[src/rtl/irqagg_pkg.sv]
package irqagg_pkg;
    typedef enum logic [0:0] {
        LINE_IDLE = 1'b0,
        LINE_HELD = 1'b1
    } line_state_e;

    localparam int CTRL_AE_BIT = 31;
    localparam int CTRL_IE_BIT = 1;
    localparam int CTRL_HR_BIT = 0;
    localparam int ADDR_CTRL   = 0;
    localparam int ADDR_GSTAT  = 1;
    localparam int ADDR_PORT0  = 2;
endpackage

[src/rtl/irqagg_port.sv]
module irqagg_port #(
    parameter int               REG_W   = 32,
    parameter logic [REG_W-1:0] EN_MASK = '1
) (
    input  logic             clk,
    input  logic             rst_n,
    input  logic             clr,
    input  logic [REG_W-1:0] evt_set,
    input  logic             stat_w1c,
    input  logic             en_wr,
    input  logic [REG_W-1:0] wdata,
    output logic [REG_W-1:0] stat,
    output logic [REG_W-1:0] en,
    output logic             hit
);
    logic [REG_W-1:0] clr_bits;

    assign clr_bits = stat_w1c ? wdata : '0;

    always_ff @(posedge clk or negedge rst_n) begin
        if (!rst_n) begin
            stat <= '0;
            en   <= '0;
        end else if (clr) begin
            stat <= '0;
            en   <= '0;
        end else begin
            stat <= (stat & ~clr_bits) | evt_set;
            if (en_wr) en <= wdata & EN_MASK;
        end
    end

    assign hit = |(stat & en);
endmodule

[src/rtl/irqagg_sig.sv]
module irqagg_sig
    import irqagg_pkg::*;
(
    input  logic clk,
    input  logic rst_n,
    input  logic clr,
    input  logic eval,
    input  logic pending,
    input  logic msi_en,
    output logic msi_pulse,
    output logic irq_line
);
    line_state_e state_q, state_d;
    logic        pulse_q, pulse_d;

    always_ff @(posedge clk or negedge rst_n) begin
        if (!rst_n) begin
            state_q <= LINE_IDLE;
            pulse_q <= 1'b0;
        end else begin
            state_q <= state_d;
            pulse_q <= pulse_d;
        end
    end

    always_comb begin
        state_d = state_q;
        pulse_d = 1'b0;
        if (eval) begin
            pulse_d = pending && msi_en;
            unique case (state_q)
                LINE_IDLE: if (pending && !msi_en) state_d = LINE_HELD;
                LINE_HELD: if (!pending)           state_d = LINE_IDLE;
                default:   state_d = LINE_IDLE;
            endcase
        end
        if (clr) begin
            state_d = LINE_IDLE;
            pulse_d = 1'b0;
        end
    end

    assign msi_pulse = pulse_q;
    assign irq_line  = (state_q == LINE_HELD);
endmodule

[src/rtl/irqagg_top.sv]
module irqagg_top
    import irqagg_pkg::*;
#(
    parameter int               NPORTS  = 4,
    parameter int               REG_W   = 32,
    parameter logic [REG_W-1:0] EN_MASK = 32'hFDC0_00FF,
    localparam int              NREGS   = ADDR_PORT0 + 2 * NPORTS,
    localparam int              ADDR_W  = $clog2(NREGS)
) (
    input  logic                         clk,
    input  logic                         rst_n,
    input  logic                         msi_en,
    input  logic [NPORTS-1:0][REG_W-1:0] evt_set,
    input  logic                         wr_en,
    input  logic [ADDR_W-1:0]            wr_addr,
    input  logic [REG_W-1:0]             wr_data,
    input  logic [ADDR_W-1:0]            rd_addr,
    output logic [REG_W-1:0]             rd_data,
    output logic                         msi_pulse,
    output logic                         irq_line
);
    logic                         ctrl_ie;
    logic                         eval_q;
    logic [NPORTS-1:0]            gstat;
    logic [NPORTS-1:0]            hits;
    logic [NPORTS-1:0][REG_W-1:0] stat_all;
    logic [NPORTS-1:0][REG_W-1:0] en_all;
    logic                         ctrl_wr, hba_rst, gstat_wr, valid_wr, pending;
    logic [NPORTS-1:0]            gstat_clr;

    assign ctrl_wr   = wr_en && (wr_addr == ADDR_W'(ADDR_CTRL));
    assign hba_rst   = ctrl_wr && wr_data[CTRL_HR_BIT];
    assign gstat_wr  = wr_en && (wr_addr == ADDR_W'(ADDR_GSTAT));
    assign valid_wr  = wr_en && (32'(wr_addr) < NREGS);
    assign gstat_clr = gstat_wr ? wr_data[NPORTS-1:0] : '0;

    for (genvar p = 0; p < NPORTS; p++) begin : g_port
        irqagg_port #(.REG_W(REG_W), .EN_MASK(EN_MASK)) u_port (
            .clk      (clk),
            .rst_n    (rst_n),
            .clr      (hba_rst),
            .evt_set  (evt_set[p]),
            .stat_w1c (wr_en && (wr_addr == ADDR_W'(ADDR_PORT0 + 2 * p))),
            .en_wr    (wr_en && (wr_addr == ADDR_W'(ADDR_PORT0 + 2 * p + 1))),
            .wdata    (wr_data),
            .stat     (stat_all[p]),
            .en       (en_all[p]),
            .hit      (hits[p])
        );
    end

    always_ff @(posedge clk or negedge rst_n) begin
        if (!rst_n) begin
            ctrl_ie <= 1'b0;
            eval_q  <= 1'b0;
            gstat   <= '0;
        end else if (hba_rst) begin
            ctrl_ie <= 1'b0;
            eval_q  <= 1'b0;
            gstat   <= '0;
        end else begin
            if (ctrl_wr) ctrl_ie <= wr_data[CTRL_IE_BIT];
            eval_q <= valid_wr || (|evt_set);
            gstat  <= (gstat & ~gstat_clr) | (eval_q ? hits : '0);
        end
    end

    assign pending = ctrl_ie && ((gstat | hits) != '0);

    irqagg_sig u_sig (
        .clk       (clk),
        .rst_n     (rst_n),
        .clr       (hba_rst),
        .eval      (eval_q),
        .pending   (pending),
        .msi_en    (msi_en),
        .msi_pulse (msi_pulse),
        .irq_line  (irq_line)
    );

    always_comb begin
        rd_data = '0;
        if (rd_addr == ADDR_W'(ADDR_CTRL)) begin
            rd_data[CTRL_AE_BIT] = 1'b1;
            rd_data[CTRL_IE_BIT] = ctrl_ie;
        end else if (rd_addr == ADDR_W'(ADDR_GSTAT)) begin
            rd_data[NPORTS-1:0] = gstat;
        end
        for (int p = 0; p < NPORTS; p++) begin
            if (rd_addr == ADDR_W'(ADDR_PORT0 + 2 * p))     rd_data = stat_all[p];
            if (rd_addr == ADDR_W'(ADDR_PORT0 + 2 * p + 1)) rd_data = en_all[p];
        end
    end
endmodule

[config.mk]
export PLATFORM = sky130hd
export DESIGN_NAME = irqagg_top
export DESIGN_NICKNAME = d
export VERILOG_FILES = /design/src/rtl/irqagg_pkg.sv /design/src/rtl/irqagg_port.sv /design/src/rtl/irqagg_sig.sv /design/src/rtl/irqagg_top.sv
export SDC_FILE = /design/constraint.sdc
export NUM_CORES = 1
export LEC_CHECK = 0
export ABC_AREA = 1
export BUFFER_PORTS_ARGS = -buffer_cell sky130_fd_sc_hd__buf_2
export CAP_MARGIN = 25
export CORE_ASPECT_RATIO = 0.5
export CORE_MARGIN = 2
export CORE_UTILIZATION = 40
export CTS_CLUSTER_DIAMETER = 40
export DETAILED_ROUTE_END_ITERATION = 6
export GPL_ROUTABILITY_DRIVEN = 0
export GPL_TIMING_DRIVEN = 0
export HOLD_SLACK_MARGIN = 0.06
export PLACE_DENSITY = 0.72
export SETUP_SLACK_MARGIN = 0.15
export SYNTH_ARGS = -nofsm -noshare
export SYNTH_HDL_FRONTEND = slang
export SYNTH_SLANG_ARGS = --single-unit
[constraint.sdc]
create_clock -name clk -period 1.8 [get_ports clk]
set_input_delay 0.36 -clock clk [delete_from_list [all_inputs] [get_ports clk]]
set_output_delay 0.36 -clock clk [all_outputs]
set_load 0.01 [all_outputs]
==> results of run 1 <==
power by group:
part	leakage [nW]	total (mW)	switching [mW]	internal (mW)
registers	2.09	5.44	0.403	5.04
logic	4.76	2.65	1.58	1.07
clock network	0.431	5.49	2.07	3.41
total	7.28	13.6	4.05	9.53
layout make-up:
type	instances	area, um2
Tap cell	352	440
Buffer	63	568
Clock buffer	31	688
Multi-Input combinational cell	923	4900
Timing Repair Buffer	291	2150
Inverter	239	971
Fill cell	2357	11400
Clock inverter	11	190
Sequential cell	204	5110
state kept, by name, summed over array words and instances, names as in the netlist:
name / count
eval_q: 1
u_sig.irq_line: 1
gstat: 4
g_port.u_port.stat: 128
ctrl_ie: 1
u_sig.msi_pulse: 1
g_port.u_port.en: 68
placed cells by master (no fill, tap or decap), types with 4 or more instances in the layout:
cell type  instances
nand2_1          253
inv_1            218
buf_2            209
dfrtp_1          203
o21ai_0          174
a21oi_1          145
nor2_1            71
nand3_1           61
buf_4             48
nand4_1           41
o21ai_1           39
buf_6             38
clkbuf_16         30
nand2_2           24
a21oi_2           21
buf_12            20
clkbuf_1          19
nand2_4           17
o21ai_2           15
inv_2             10
nor2_4             9
buf_8              8
nand3_2            7
nor4_1             5
inv_8              5
or2_1              5
bufinv_16          5
buf_16             5
o2111ai_2          4
clkbuf_8           4
final timing paths:
check	slack [ps]	to
max	-420	rd_data[0]
min	70	g_port[0].u_port.stat[1]
max reg2reg	-100	u_sig.irq_line
min reg2reg	530	g_port[0].u_port.en[22]
max in group asynchronous	450	g_port[3].u_port.stat[3]
min in group asynchronous	380	g_port[2].u_port.stat[20]
worst max-delay path: cells and delay by family (launching register included):
| family | cells | cell delay, ps |
|---|---|---|
| AND/OR/NAND/NOR | 5 | 610 |
| buffers and inverters | 2 | 300 |
| flip-flops | 1 | 410 |
logic make-up (layout without fill, tap and decap cells):
family	count (synthesis)	in the layout	synth area share
multiplexers	3	3	0.00315
AND/OR/NAND/NOR	509	509	0.206
flip-flops	204	204	0.476
AO/OA/AOI/OAI	411	411	0.195
buffers and inverters	302	635	0.120
timing repair:
| action | in CTS | in global routing |
|---|---|---|
| cloned | 7 | 5 |
| resized for setup | 168 | 143 |
| setup endpoints to repair | 32 | 51 |
| buffers inserted | 48 | 24 |
| pin swaps | 54 | 64 |
| hold buffers | 1 | 0 |
| endpoints found under the hold margin | 98 | 0 |
routing by layer:
metal	vias up	wire length, um
li1	5280	-
met1	5766	18000
met2	955	20100
met3	283	6840
met4	4	3600
met5	-	56
per-stage QoR:
stage	power (mW)	std cells
3_3_place_gp	7.33	1985
6_report	13.6	2114
5_1_grt	14.0	2114
3_5_place_dp	7.37	1986
2_1_floorplan	6.45	1429
4_1_cts	13.1	2084
==> flow_summary.json, run 1 <==
{
  "synthArstFlopShare": 1.00,
  "hp-start": "evt_set[1]",
  "core_area_mm2": 0.0264,
  "path_class": "reg2out",
  "slew_headroom": 0.554,
  "dp_hpwl_um": 31800,
  "diodes": 0,
  "cp.required_ps": 1440,
  "p_per_area_mw_per_mm2": 905,
  "ys_top_cells_by_area": "dfrtp_1 (48%), nand2_1 (10%), o21ai_0 (8.8%), inv_1 (8.2%), a21oi_1 (7.8%)",
  "setup_tns_ps": -8270,
  "synth.ff_latch_count": 204,
  "crit_top_cell": "nor2_1",
  "die_h_um": 120,
  "cts_max_path_buffers": 3,
  "synth_top_cell_area_share": 0.476,
  "crit_chain": "inv_2 -> nor2_1 -> nor2_1 -> nand3_1 -> nor2_1 -> nand4_1 -> buf_2",
  "outcome": "finished, violations left",
  "dr.pass1.iters": 7,
  "grtUsageMet2": 0.470,
  "clk_latency_ps": 540,
  "overflow": 0,
  "violations": "DRC, setup timing",
  "cp_max_fo": 2,
  "cpPeakStageDelay_ps": 410,
  "post-route-util": 0.569,
  "post-route-period-util": 1.23,
  "fin_ws_ps": -417,
  "synth_warnings": 0,
  "synth_ff_type": "dfrtp_1",
  "synth_edf_count": 0,
  "setup_viol": 35,
  "ys_types": 33,
  "clock-sinks": 204,
  "placed_cell_area_mm2": 0.0122,
  "syn_area_mm2": 0.0107,
  "met1_usage": 0.418,
  "ctsRootBufferMaster": "clkbuf_16",
  "wl_per_cell_um": 23.0,
  "die-area_mm2": 0.0282,
  "p_leak_nw": 7.28,
  "yosys.area.top_type": "dfrtp_1",
  "clk_pin_slew_ps": 60,
  "worstMarginPinSlew_ps": 669,
  "crit_path_top_delay_cell": "dfrtp_1",
  "cts-buffers-inserted": 24,
  "fin_nets": 1918,
  "vias_per_cell": 5.81,
  "drc": 5,
  "syn_inst": 1429,
  "start_util": 0.406,
  "wirelength_um": 48500,
  "drt_iter0_markers": 2000,
  "ant_nets": 0,
  "rows": 42,
  "arrival_ps": 1860,
  "max_freq_mhz": 451,
  "slew_violations": 0,
  "synth_most_common_cell": "nand2_1",
  "ir_drop_mv": 0.597,
  "die_w_um": 235,
  "timing.hold.ws_ps": 70.7,
  "htreeDepth": 1,
  "synthTopCellsByCount": "nand2_1 (293), inv_1 (234), dfrtp_1 (204)",
  "rsz0062_at_grt": "yes",
  "dp_worst_setup_slack_ps": -567,
  "synth.avg_cell_area_um2": 7.50,
  "crit_path_start_kind": "register",
  "crit_path_end_kind": "primary output",
  "antenna_found_initial": 2,
  "io-pin-count": 206,
  "period_minus_slack_ps": 2220,
  "min_path_type": "in2reg",
  "busiest_layer": "met2",
  "whs_path_depth": 3,
  "synthToLayoutAreaGrowth_pct": 40.1,
  "drive_above_1_share": 0.294,
  "grt_max_degree": 107,
  "cts_tree": "built",
  "seq_area_frac_synth": 0.476,
  "r2r_start": "gstat[0]",
  "maxCapViolations": 0,
  "port_buffers": 204,
  "mappedNetlistNets": 1601,
  "use_met3": 0.0973,
  "hold_violations": 0,
  "via_count": 12300,
  "cp-startpoint": "g_port[0].u_port.en[0]",
  "finClkSkew_ps": 13.1,
  "grt_pass1_wl_um": 67200,
  "rr_worst_depth": 15,
  "fin_area_mm2": 0.0150,
  "grt_pass1_vias": 11500,
  "grt_usage": 0.318
}
(Power assumes the default switching activity.)
==> run 2: changes to the inputs <==
SETUP_SLACK_MARGIN = unset   (was 0.15)
==> run 2 against run 1 <==
Against the previous run: the flow finishes with violations (setup timing); via count shrank 5.2%; clock-buffer cell count up 2; core utilization fell by 4.2 points; combinational power fell by 11%; cell count decreased by 1.7%; global-route usage fell by 0.96 points; sequential power barely moved; non-clock buffer count down 35; die area is the same; setup slack better by 48 ps; critical path type unchanged; largest cell class unchanged.
==> flow_summary.json, run 2 (synthesis gave the netlist of run 1 again) <==
{
  "outcome": "finished, violations left",
  "violations": "setup timing",
  "via_count": 11700,
  "port_buffers": 204,
  "whs_path_depth": 3,
  "drive_above_1_share": 0.252,
  "cp.required_ps": 1440,
  "power_switching_mw": 3.83,
  "crit_path_start_kind": "register",
  "finClkSkew_ps": 11.7,
  "overflow": 0,
  "hold_violations": 0,
  "final_common_cell": "nand2_1",
  "maxCapViolations": 0,
  "core_area_mm2": 0.0264,
  "met1_length_um": 17100,
  "r2r_end": "g_port[2].u_port.en[28]",
  "layout_common_cells": "nand2_1 (281), inv_1 (215), buf_2 (210)",
  "die-area_mm2": 0.0282,
  "seq_power_share": 0.428,
  "rows": 42,
  "fin_nets": 1882,
  "fin_cells": 2079,
  "crit_path_end_kind": "primary output",
  "dp.cells": 1986,
  "ctsRootBufferMaster": "clkbuf_16",
  "largestRegisters": "g_port.u_port.stat: 128 flops, g_port.u_port.en: 68 flops, gstat: 4 flops",
  "period_minus_slack_ps": 2170,
  "cts_max_path_buffers": 3,
  "p_leak_nw": 6.81,
  "die_h_um": 120,
  "worstMarginPinSlew_ps": 843,
  "clk_latency_ps": 540,
  "r2r_start": "g_port[2].u_port.en[28]",
  "ff2ff_setup_slack_ps": 140,
  "cts_tree": "built",
  "htreeDepth": 1,
  "regMostFlops": "g_port.u_port.stat",
  "p_clk_frac": 0.385,
  "clock-sinks": 204,
  "dr.pass1.iters": 6,
  "ir_drop_mv": 0.606,
  "p_per_area_mw_per_mm2": 909,
  "dp_hpwl_um": 31900,
  "slew_violations": 0,
  "ant_nets": 0,
  "fill_cells": 2514,
  "hold_path_end": "g_port[0].u_port.stat[29]",
  "max_freq_mhz": 461,
  "share_comb_of_total_power": 0.187,
  "swShare": 0.303,
  "grt_usage": 0.308,
  "highest_layer": "met4",
  "cp_max_fo": 2,
  "dp_worst_setup_slack_ps": -572,
  "hp-start": "evt_set[29]",
  "start_util": 0.406,
  "clk_pin_slew_ps": 70,
  "post-route-period-util": 1.20,
  "rr_worst_depth": 11,
  "rsz0062_at_grt": "yes",
  "drc": 0,
  "setup_viol": 32,
  "wirelength_um": 44200,
  "die_w_um": 235,
  "fin_ws_ps": -368,
  "arrival_ps": 1810,
  "min_path_type": "in2reg",
  "grt_max_degree": 108,
  "io-pin-count": 206,
  "antenna_found_initial": 0,
  "synthToLayoutAreaGrowth_pct": 29.8,
  "vias_per_cell": 5.60,
  "grt_pass1_vias": 11200,
  "wl_per_cell_um": 21.3,
  "cts-buffers-inserted": 23,
  "diodes": 0,
  "dr_wl_met2_um": 18900,
  "grt_pass1_wl_um": 65500,
  "wl_met3_um": 5780,
  "largest_reg_flops": 128,
  "drt_iter0_markers": 1394,
  "power.internal_mw": 8.80,
  "slew_headroom": 0.438,
  "path_class": "reg2out"
}
-- run 2: cell types whose count changed in the layout (fill, tap and decap cells not counted), moves of 4 or more --
cell / previous run / this run
nand2_2: 24 / 10
buf_6: 38 / 23
inv_2: 10 / 16
nand2_1: 253 / 281
clkbuf_1: 19 / 24
clkbuf_16: 30 / 23
inv_8: 5 / 1
buf_16: 5 / 1
nand2_4: 17 / 5
nand3_1: 61 / 65
buf_12: 20 / 4
a21oi_1: 145 / 152
a21oi_2: 21 / 13
-- run 2: area by class of cell --
type                    instances  area, um2  share of cell area
clock inverters                 9        116             0.00837
well taps                     352        440              0.0317
plain buffers                  63        489              0.0352
inverters                     239        923              0.0664
repair buffers                256       1560               0.112
clock buffers                  33        643              0.0462
flip-flops and latches        204       5100               0.367
multi-input cells             923       4630               0.333
-- run 2: layer usage --
layer	track usage	vias to the layer above
li1	-	5199
met1	0.403	5532
met2	0.459	755
met3	0.106	166
met4	0.146	0
met5	0	-
-- run 2: repair_timing --
action,in CTS,in global routing
setup endpoints to repair,32,34
hold endpoints to repair,106,0
gates cloned,3,1
gates resized for setup,99,75
buffers inserted,27,22
hold buffers,1,0
pin swaps,26,42
-- run 2: how the worst max path moves through the flow --
stage / start / endpoint / slack, ps / cells past startpoint
after floorplan: rd_addr[3] / rd_data[9] / 110 / 8
after global placement: rst_n / g_port[1].u_port.en[2] / -3160 / 1
after detailed placement: rd_addr[1] / rd_data[9] / -570 / 8
after CTS: g_port[0].u_port.stat[31] / rd_data[31] / -310 / 5
after global routing: g_port[0].u_port.stat[31] / rd_data[31] / -430 / 5
final: g_port[0].u_port.stat[31] / rd_data[31] / -370 / 5
-- run 2: per-stage QoR --
step	cell area, um2	setup TNS [ps]	total power, mW	util	hold WS, ps
finish	13900	-7420	12.6	0.527	75.1
global route	13900	-8600	13.1	0.527	81.2
CTS	13500	-7130	12.4	0.513	68.3
detailed placement	12200	-20150	7.37	0.463	480
global placement	12200	-659170	7.32	0.462	478
floorplan	10700	0	6.45	-	64.4
-- run 2: power groups by stage --
stage	Clock (mW)	Combinational, mW	Sequential (mW)
2_1_floorplan	0	1.11	5.34
3_3_place_gp	0	1.89	5.43
3_5_place_dp	0	1.93	5.43
4_1_cts	4.84	2.14	5.37
5_1_grt	5.06	2.58	5.45
6_report	4.86	2.36	5.41
-- run 2: worst max-delay path, stage by stage (launching register included) --
cell and delay, ps:
dfrtp_1 400, o211ai_1 200, nand3_1 120, a211oi_2 200, o2111ai_2 170, buf_2 180
